--- src/rtl/hostbus_pkg.sv ---
package hostbus_pkg;

    localparam int DATA_W = 8;

    typedef enum logic [1:0] {
        BUS_M68 = 2'b00,
        BUS_I80 = 2'b01,
        BUS_SER = 2'b10,
        BUS_OFF = 2'b11
    } bus_mode_e;

    typedef struct packed {
        logic              cs1_n;
        logic              cs2;
        logic              dc;
        logic              rw_wrn;
        logic              en_rdn;
        logic [DATA_W-1:0] bus;
    } host_pins_t;

    typedef struct packed {
        logic              valid;
        logic              is_data;
        logic [DATA_W-1:0] dat;
    } wr_xfer_t;

    localparam host_pins_t PIN_IDLE = '{cs1_n: 1'b1, cs2: 1'b0, dc: 1'b0,
                                        rw_wrn: 1'b0, en_rdn: 1'b0, bus: '0};

    function automatic logic is_parallel(bus_mode_e m);
        return (m == BUS_M68) || (m == BUS_I80);
    endfunction

endpackage

--- src/rtl/hb_sync.sv ---
module hb_sync #(
    parameter int             W       = 1,
    parameter int             STAGES  = 2,
    parameter logic [W-1:0]   RST_VAL = '0
) (
    input  logic         clk,
    input  logic         rst,
    input  logic [W-1:0] d,
    output logic [W-1:0] q
);
    logic [W-1:0] st [STAGES];

    for (genvar g = 0; g < STAGES; g++) begin : g_stage
        if (g == 0) begin : g_first
            always_ff @(posedge clk) begin
                if (rst) st[g] <= RST_VAL;
                else     st[g] <= d;
            end
        end else begin : g_next
            always_ff @(posedge clk) begin
                if (rst) st[g] <= RST_VAL;
                else     st[g] <= st[g-1];
            end
        end
    end

    assign q = st[STAGES-1];
endmodule

--- src/rtl/hb_par_engine.sv ---
module hb_par_engine
    import hostbus_pkg::*;
(
    input  logic              clk,
    input  logic              rst,
    input  bus_mode_e         mode,
    input  logic              sel_cur,
    input  logic              sel_prv,
    input  logic              dc,
    input  logic              rw_cur,
    input  logic              rw_prv,
    input  logic              en_cur,
    input  logic              en_prv,
    input  logic [DATA_W-1:0] bus,
    input  logic [DATA_W-1:0] rd_byte,
    output wr_xfer_t          wr,
    output logic              rd_req,
    output logic              rd_is_data,
    output logic [DATA_W-1:0] bus_out,
    output logic              bus_oe
);
    logic m68, i80, sel_ok, wr_edge, rd_act, rd_act_q, oe_q;
    logic [DATA_W-1:0] rd_hold;

    assign m68    = (mode == BUS_M68);
    assign i80    = (mode == BUS_I80);
    assign sel_ok = sel_cur && sel_prv;

    always_comb begin
        wr_edge = 1'b0;
        rd_act  = 1'b0;
        if (m68) begin
            wr_edge = sel_ok && en_prv && !en_cur && !rw_cur && !rw_prv;
            rd_act  = sel_cur && rw_cur && en_cur;
        end else if (i80) begin
            wr_edge = sel_ok && !rw_prv && rw_cur;
            rd_act  = sel_cur && !en_cur && rw_cur;
        end
    end

    always_ff @(posedge clk) begin
        if (rst) begin
            wr         <= '0;
            rd_act_q   <= 1'b0;
            rd_req     <= 1'b0;
            rd_is_data <= 1'b0;
            rd_hold    <= '0;
            oe_q       <= 1'b0;
        end else begin
            wr.valid <= wr_edge;
            if (wr_edge) begin
                wr.dat     <= bus;
                wr.is_data <= dc;
            end
            rd_act_q <= rd_act;
            rd_req   <= rd_act && !rd_act_q;
            if (rd_act && !rd_act_q) rd_is_data <= dc;
            if (rd_req) rd_hold <= rd_byte;
            oe_q <= rd_act && (oe_q || rd_req);
        end
    end

    assign bus_oe  = oe_q && rd_act;
    assign bus_out = bus_oe ? rd_hold : '0;

    AST_PAR_WR_ONE_CYCLE: assert property (@(posedge clk) disable iff (rst)
        wr.valid |=> !wr.valid);
    AST_RD_REQ_ONE_CYCLE: assert property (@(posedge clk) disable iff (rst)
        rd_req |=> !rd_req);
    AST_OE_AFTER_REQ: assert property (@(posedge clk) disable iff (rst)
        $rose(bus_oe) |-> $past(rd_req));
    AST_OE_NEEDS_SEL: assert property (@(posedge clk) disable iff (rst)
        bus_oe |-> sel_cur);
endmodule

--- src/rtl/hb_ser_engine.sv ---
module hb_ser_engine
    import hostbus_pkg::*;
(
    input  logic      clk,
    input  logic      rst,
    input  bus_mode_e mode,
    input  logic      sel_cur,
    input  logic      sel_prv,
    input  logic      sda,
    input  logic      sck_cur,
    input  logic      sck_prv,
    input  logic      dc,
    output wr_xfer_t  wr
);
    localparam int CNT_W = $clog2(DATA_W);

    logic [CNT_W-1:0]  cnt;
    logic [DATA_W-2:0] shreg;
    logic              en, sck_rise;

    assign en       = (mode == BUS_SER);
    assign sck_rise = en && sel_cur && sel_prv && sck_cur && !sck_prv;

    always_ff @(posedge clk) begin
        if (rst) begin
            cnt   <= '0;
            shreg <= '0;
            wr    <= '0;
        end else if (!en || !sel_cur) begin
            cnt      <= '0;
            wr.valid <= 1'b0;
        end else begin
            wr.valid <= 1'b0;
            if (sck_rise) begin
                shreg <= {shreg[DATA_W-3:0], sda};
                if (cnt == CNT_W'(DATA_W-1)) begin
                    cnt        <= '0;
                    wr.valid   <= 1'b1;
                    wr.dat     <= {shreg, sda};
                    wr.is_data <= dc;
                end else begin
                    cnt <= cnt + 1'b1;
                end
            end
        end
    end

    AST_SER_CNT_CLEAR: assert property (@(posedge clk) disable iff (rst)
        !sel_cur |=> (cnt == '0));
    AST_SER_WR_ONE_CYCLE: assert property (@(posedge clk) disable iff (rst)
        wr.valid |=> !wr.valid);
    AST_SER_ONLY_IN_MODE: assert property (@(posedge clk) disable iff (rst)
        wr.valid |-> $past(en));
endmodule

--- src/rtl/hb_rst_filter.sv ---
module hb_rst_filter #(
    parameter int MIN_CYC = 2000
) (
    input  logic clk,
    input  logic rst,
    input  logic pin_n_s,
    output logic init_req
);
    localparam int CNT_W = $clog2(MIN_CYC + 1);

    logic [CNT_W-1:0] cnt;

    always_ff @(posedge clk) begin
        if (rst || pin_n_s) begin
            cnt      <= '0;
            init_req <= 1'b0;
        end else begin
            init_req <= (cnt == CNT_W'(MIN_CYC - 1));
            if (cnt != CNT_W'(MIN_CYC)) cnt <= cnt + 1'b1;
        end
    end

    AST_INIT_ONE_CYCLE: assert property (@(posedge clk) disable iff (rst)
        init_req |=> !init_req);
    AST_INIT_AFTER_LOW: assert property (@(posedge clk) disable iff (rst)
        init_req |-> $past(!pin_n_s));
endmodule

--- src/rtl/hostbus_if.sv ---
module hostbus_if
    import hostbus_pkg::*;
#(
    parameter int CLK_MHZ     = 100,
    parameter int RST_MIN_US  = 20,
    parameter int SYNC_STAGES = 2
) (
    input  logic              clk,
    input  logic              rst,
    input  logic [1:0]        mode_sel,
    input  logic              cs1_n,
    input  logic              cs2,
    input  logic              dc_sel,
    input  logic              rw_wrn,
    input  logic              en_rdn,
    input  logic [DATA_W-1:0] bus_in,
    output logic [DATA_W-1:0] bus_out,
    output logic              bus_oe,
    input  logic              rst_pin_n,
    output logic              init_req,
    output logic              wr_valid,
    output logic [DATA_W-1:0] wr_byte,
    output logic              wr_is_data,
    output logic              rd_req,
    output logic              rd_is_data,
    input  logic [DATA_W-1:0] rd_byte
);
    localparam int RST_MIN_CYC = CLK_MHZ * RST_MIN_US;
    localparam int PIN_W       = $bits(host_pins_t);
    localparam int SDA_BIT     = DATA_W - 1;
    localparam int SCK_BIT     = DATA_W - 2;

    bus_mode_e  mode;
    host_pins_t raw, cur;
    logic       sel_cur, sel_prv, rw_prv, en_prv, sck_prv, rst_pin_s;
    wr_xfer_t   par_wr, ser_wr;

    assign mode = bus_mode_e'(mode_sel);
    assign raw  = '{cs1_n: cs1_n, cs2: cs2, dc: dc_sel, rw_wrn: rw_wrn,
                    en_rdn: en_rdn, bus: bus_in};

    hb_sync #(.W(PIN_W), .STAGES(SYNC_STAGES), .RST_VAL(PIN_IDLE)) u_pin_sync (
        .clk(clk), .rst(rst), .d(raw), .q(cur)
    );

    hb_sync #(.W(1), .STAGES(SYNC_STAGES), .RST_VAL(1'b1)) u_rst_sync (
        .clk(clk), .rst(rst), .d(rst_pin_n), .q(rst_pin_s)
    );

    assign sel_cur = !cur.cs1_n && cur.cs2;

    always_ff @(posedge clk) begin
        if (rst) begin
            sel_prv <= 1'b0;
            rw_prv  <= PIN_IDLE.rw_wrn;
            en_prv  <= PIN_IDLE.en_rdn;
            sck_prv <= 1'b0;
        end else begin
            sel_prv <= sel_cur;
            rw_prv  <= cur.rw_wrn;
            en_prv  <= cur.en_rdn;
            sck_prv <= cur.bus[SCK_BIT];
        end
    end

    hb_par_engine u_par (
        .clk(clk), .rst(rst), .mode(mode),
        .sel_cur(sel_cur), .sel_prv(sel_prv), .dc(cur.dc),
        .rw_cur(cur.rw_wrn), .rw_prv(rw_prv),
        .en_cur(cur.en_rdn), .en_prv(en_prv),
        .bus(cur.bus), .rd_byte(rd_byte), .wr(par_wr),
        .rd_req(rd_req), .rd_is_data(rd_is_data),
        .bus_out(bus_out), .bus_oe(bus_oe)
    );

    hb_ser_engine u_ser (
        .clk(clk), .rst(rst), .mode(mode),
        .sel_cur(sel_cur), .sel_prv(sel_prv),
        .sda(cur.bus[SDA_BIT]), .sck_cur(cur.bus[SCK_BIT]), .sck_prv(sck_prv),
        .dc(cur.dc), .wr(ser_wr)
    );

    hb_rst_filter #(.MIN_CYC(RST_MIN_CYC)) u_rst_flt (
        .clk(clk), .rst(rst), .pin_n_s(rst_pin_s), .init_req(init_req)
    );

    assign wr_valid   = par_wr.valid || ser_wr.valid;
    assign wr_byte    = par_wr.valid ? par_wr.dat     : ser_wr.dat;
    assign wr_is_data = par_wr.valid ? par_wr.is_data : ser_wr.is_data;

    AST_ONE_WR_SOURCE: assert property (@(posedge clk) disable iff (rst)
        $onehot0({par_wr.valid, ser_wr.valid}));
    AST_OFF_NO_WRITE: assert property (@(posedge clk) disable iff (rst)
        (mode == BUS_OFF && $past(mode == BUS_OFF)) |-> !wr_valid);
    AST_OE_PARALLEL_ONLY: assert property (@(posedge clk) disable iff (rst)
        bus_oe |-> is_parallel(mode));
endmodule

--- config.mk ---
export PLATFORM = sky130hd
export DESIGN_NAME = hostbus_if
export DESIGN_NICKNAME = d
export VERILOG_FILES = /design/src/rtl/hostbus_pkg.sv /design/src/rtl/hb_sync.sv /design/src/rtl/hb_par_engine.sv /design/src/rtl/hb_ser_engine.sv /design/src/rtl/hb_rst_filter.sv /design/src/rtl/hostbus_if.sv
export SDC_FILE = /design/constraint.sdc
export NUM_CORES = 1
export LEC_CHECK = 0
export BUFFER_PORTS_ARGS = -buffer_cell sky130_fd_sc_hd__buf_2
export CAP_MARGIN = 20
export CORE_MARGIN = 2
export CORE_UTILIZATION = 50
export DETAILED_ROUTE_END_ITERATION = 7
export PLACE_DENSITY = 0.74
export SETUP_SLACK_MARGIN = 0.05
export SLEW_MARGIN = 20
export SYNTH_ARGS = -nofsm -noshare
export SYNTH_HDL_FRONTEND = slang
export SYNTH_SLANG_ARGS = --single-unit
--- constraint.sdc ---
create_clock -name clk -period 1.8 [get_ports clk]
set_input_delay 0.36 -clock clk [delete_from_list [all_inputs] [get_ports clk]]
set_output_delay 0.36 -clock clk [all_outputs]
set_load 0.01 [all_outputs]
==> results.toml <==
[outcome]
run_status = "complete, but fails checks"
failed_checks = "DRC, setup timing"

[cts]
cts_hold_buf = 0
cts_sinks = 86
library_cell_used_as_clock_root_buffer = "sky130_fd_sc_hd__clkbuf_8"
path_clk_slew_ns = 0.08
worst_skew_pair.late_latency_ns = 0.35
cts-buffers-inserted = 9
h-tree-depth = 3
clock_tree_from_tritoncts = "built"
clock_path_buffers = 2

[timing]
relSlewSlack_pct = 73.4
post-route-period-util_pct = 103
timing.fmax_mhz = 537
hold-worst-slack_ns = 0.194
grt_setup_unrepaired = "true"
worst_pin_slew_ns = 0.398
finalSetupViolations = 9
period_needed_ns = 1.86
clock_skew_ns = 0.00686
finalWorstSetupSlack_ns = -0.0628
finalHoldViolations = 0
slew_violations = 0

[placement]
place_congestion = 0.816
post_dp_hpwl_microns = 3960
place.port_buffers = 47

[global_routing]
vias_in_the_first_global_route = 2368
antenna_found_initial = 0
grt_use_met1_pct = 20.4
grt_start_max_net_pins = 81
top_usage_layer = "met2"
global_route_wire_length_before_repair_microns = 10200
grt_use_met3_pct = 6.16
groute.usage.overall_pct = 17.5
globalRoute.totalOverflow = 0
met2_usage_pct = 29.7

[pwr]
leakagePower_nw = 1.54
ir_drop_mv = 0.595
cellPowerDensity_nw_per_um2 = 812
finalPower_mw = 3.22

[worst_setup_path]
crit_fanout = 4
setup.worst_path.end_class = "output port"
worst-r2r-cell-count = 5
type_of_origin_of_the_critical_path = "register"
worst_path_class_setup = "reg2out"
worst_ep_required_time_ns = 1.44
register_to_register_setup_slack_ns = 0.32
r2r_end = "u_ser.wr[3]$_SDFFE_PP0P_"
cp.arrival_ns = 1.50
worst_r2r_startpoint = "u_pin_sync.st[1][12]$_SDFF_PP1_"
crit_start = "u_pin_sync.st[1][12]$_SDFF_PP1_"

[detailed_routing]
drt_drc_violations_left = 5
first_iter_violations = 80
wl_microns = 5960
via_per_inst = 5.28
detail_route.wl_per_cell_microns = 12.7
antenna_left = 0
drt_first_pass_iters = 8
via_count = 2483

[finish]
final_core_util_pct = 61.7
final_nets = 418
area.growth.synth_to_final_pct = 18.5
drive_above_1_share_pct = 27.5
area_occupied_by_registers_sq_um = 1730
antennaDiodeCount = 0
final_cell_mix = "sky130_fd_sc_hd__dfxtp_1, sky130_fd_sc_hd__buf_2, sky130_fd_sc_hd__nor2b_1, sky130_fd_sc_hd__a21oi_1"
layout_commonest_cell = "sky130_fd_sc_hd__dfxtp_1"
footprint_of_the_multi_input_gates_sq_um = 1560
fillerInstances = 548

[worst_hold_path]
hold-path-endpoint = "u_pin_sync.st[0][12]$_SDFF_PP1_"
hold_start = "cs1_n"
holdCritPathClass = "in2reg"
holdPathStages = 2

[die]
die_height_microns = 85.8
initial_core_util_pct = 52.1
design.die.area_sq_um = 7360
floorplan.io_pins = 48
placement_rows = 29
chipWidth_microns = 85.8
core_area_sq_um = 6420

[synth]
synth.net_count = 364
synth.lib_cells_used.distinct = 42
yosysSeqAreaShare_pct = 51.5
synth_warnings = 0
ys_async_sr_fraction_pct = 0
synthesis.area_per_instance_sq_um = 10.0
netlist_area_sq_um = 3340
post_synthesis_sequential_element_count = 86
ys_dominant_reg_cell = "sky130_fd_sc_hd__dfxtp_1"
synthesis.instances = 334
synth_enable_flop_cells = 0

[flow_run]
drv.max_cap_violation_count = 0
## cells in the mapped netlist (all sizes together), types with 2 or more instances
cell type / count / area [sq um]
or3: 4 / 27.5
xor2: 2 / 17.5
nor4: 3 / 18.8
mux2: 10 / 113
or2: 6 / 37.5
o21ai: 9 / 45.0
and2: 10 / 62.6
nand2b: 20 / 125
nor2b: 30 / 188
inv: 5 / 18.8
o31ai: 11 / 82.6
buf: 6 / 32.5
nand2: 11 / 41.3
nand4bb: 3 / 33.8
clkbuf: 14 / 52.6
or4: 4 / 30.0
dfxtp: 86 / 1720
ha: 4 / 50.1
mux2i: 20 / 200
nor2: 14 / 52.6
nand3: 12 / 60.1
a21oi: 23 / 115
nand4: 9 / 71.3
nor3: 4 / 20.0
## how the worst max path moves through the flow
stage                             to  slack (ns)  cells after the start
after floorplan           bus_out[0]        0.21                      3
final                     bus_out[7]       -0.06                      5
after detailed placement  bus_out[2]        0.13                      6
after global placement    bus_out[0]        0.15                      6
after global routing      bus_out[1]       -0.15                      5
after CTS                 bus_out[2]       -0.06                      5
## worst max-delay path: stages, from the launching register on
cell	delay, ns
sky130_fd_sc_hd__dfxtp_2	0.33
sky130_fd_sc_hd__nand4bb_4	0.21
sky130_fd_sc_hd__nor3b_4	0.23
sky130_fd_sc_hd__buf_2	0.17
sky130_fd_sc_hd__and2_1	0.11
sky130_fd_sc_hd__buf_2	0.12
## cells by family (layout without fill, tap and decap cells)
| logic type | count (synthesis) | in the layout | share of synthesized area [%] |
|---|---|---|---|
| buffers and inverters | 25 | 84 | 3.11 |
| adder cells (fa/ha/maj) | 4 | 4 | 1.50 |
| flip-flops | 86 | 86 | 51.5 |
| multiplexers | 30 | 30 | 9.35 |
| AO/OA/AOI/OAI | 48 | 48 | 8.46 |
| AND/OR/NAND/NOR | 138 | 138 | 25.3 |
| XOR/XNOR | 3 | 3 | 0.786 |
## power breakdown
part / leakage [nW] / internal (mW) / switching (mW)
sequential: 0.701 / 1.93 / 0.0112
clock: 0.0861 / 0.533 / 0.632
combinational: 0.755 / 0.0611 / 0.0500
## metal layers
layer  wire length [microns]  vias up
met4                      82        0
met3                     289       10
met1                    2730     1143
met5                       0        -
met2                    2860       56
li1                        -     1274
## stage by stage
stage / setup TNS (ns) / std cells / instance area (sq um) / setup WS (ns)
after floorplan: 0 / 334 / 3340 / 0.206
after global placement: 0 / 450 / 3700 / 0.147
after detailed placement: 0 / 450 / 3700 / 0.133
after CTS: -0.452 / 468 / 3920 / -0.0639
after global routing: -1.22 / 470 / 3960 / -0.153
final: -0.356 / 470 / 3960 / -0.0628
## final cells by class
cell class	count	area share, %
clock buffers	12	3.66
clock inverters	4	0.568
inverters	5	0.473
multi-input cells	223	39.4
flip-flops and latches	86	43.7
well taps	77	2.43
repair buffers	63	9.79
## registers in the layout, indices dropped and copies added (netlist names), 2 cells and up
| register | flops |
|---|---|
| u_pin_sync.st | 26 |
| u_ser.wr | 10 |
| u_ser.shreg | 7 |
| u_par.rd_hold | 8 |
| u_ser.cnt | 3 |
| u_par.wr | 10 |
| u_rst_sync.st | 2 |
| u_rst_flt.cnt | 11 |
## repair_timing
item	CTS	global route
buffers inserted	1	2
cloned	1	0
pin swaps	3	3
endpoints found under the setup margin	18	18
gates resized for setup	9	8
Power figures use the tool's default switching activity.
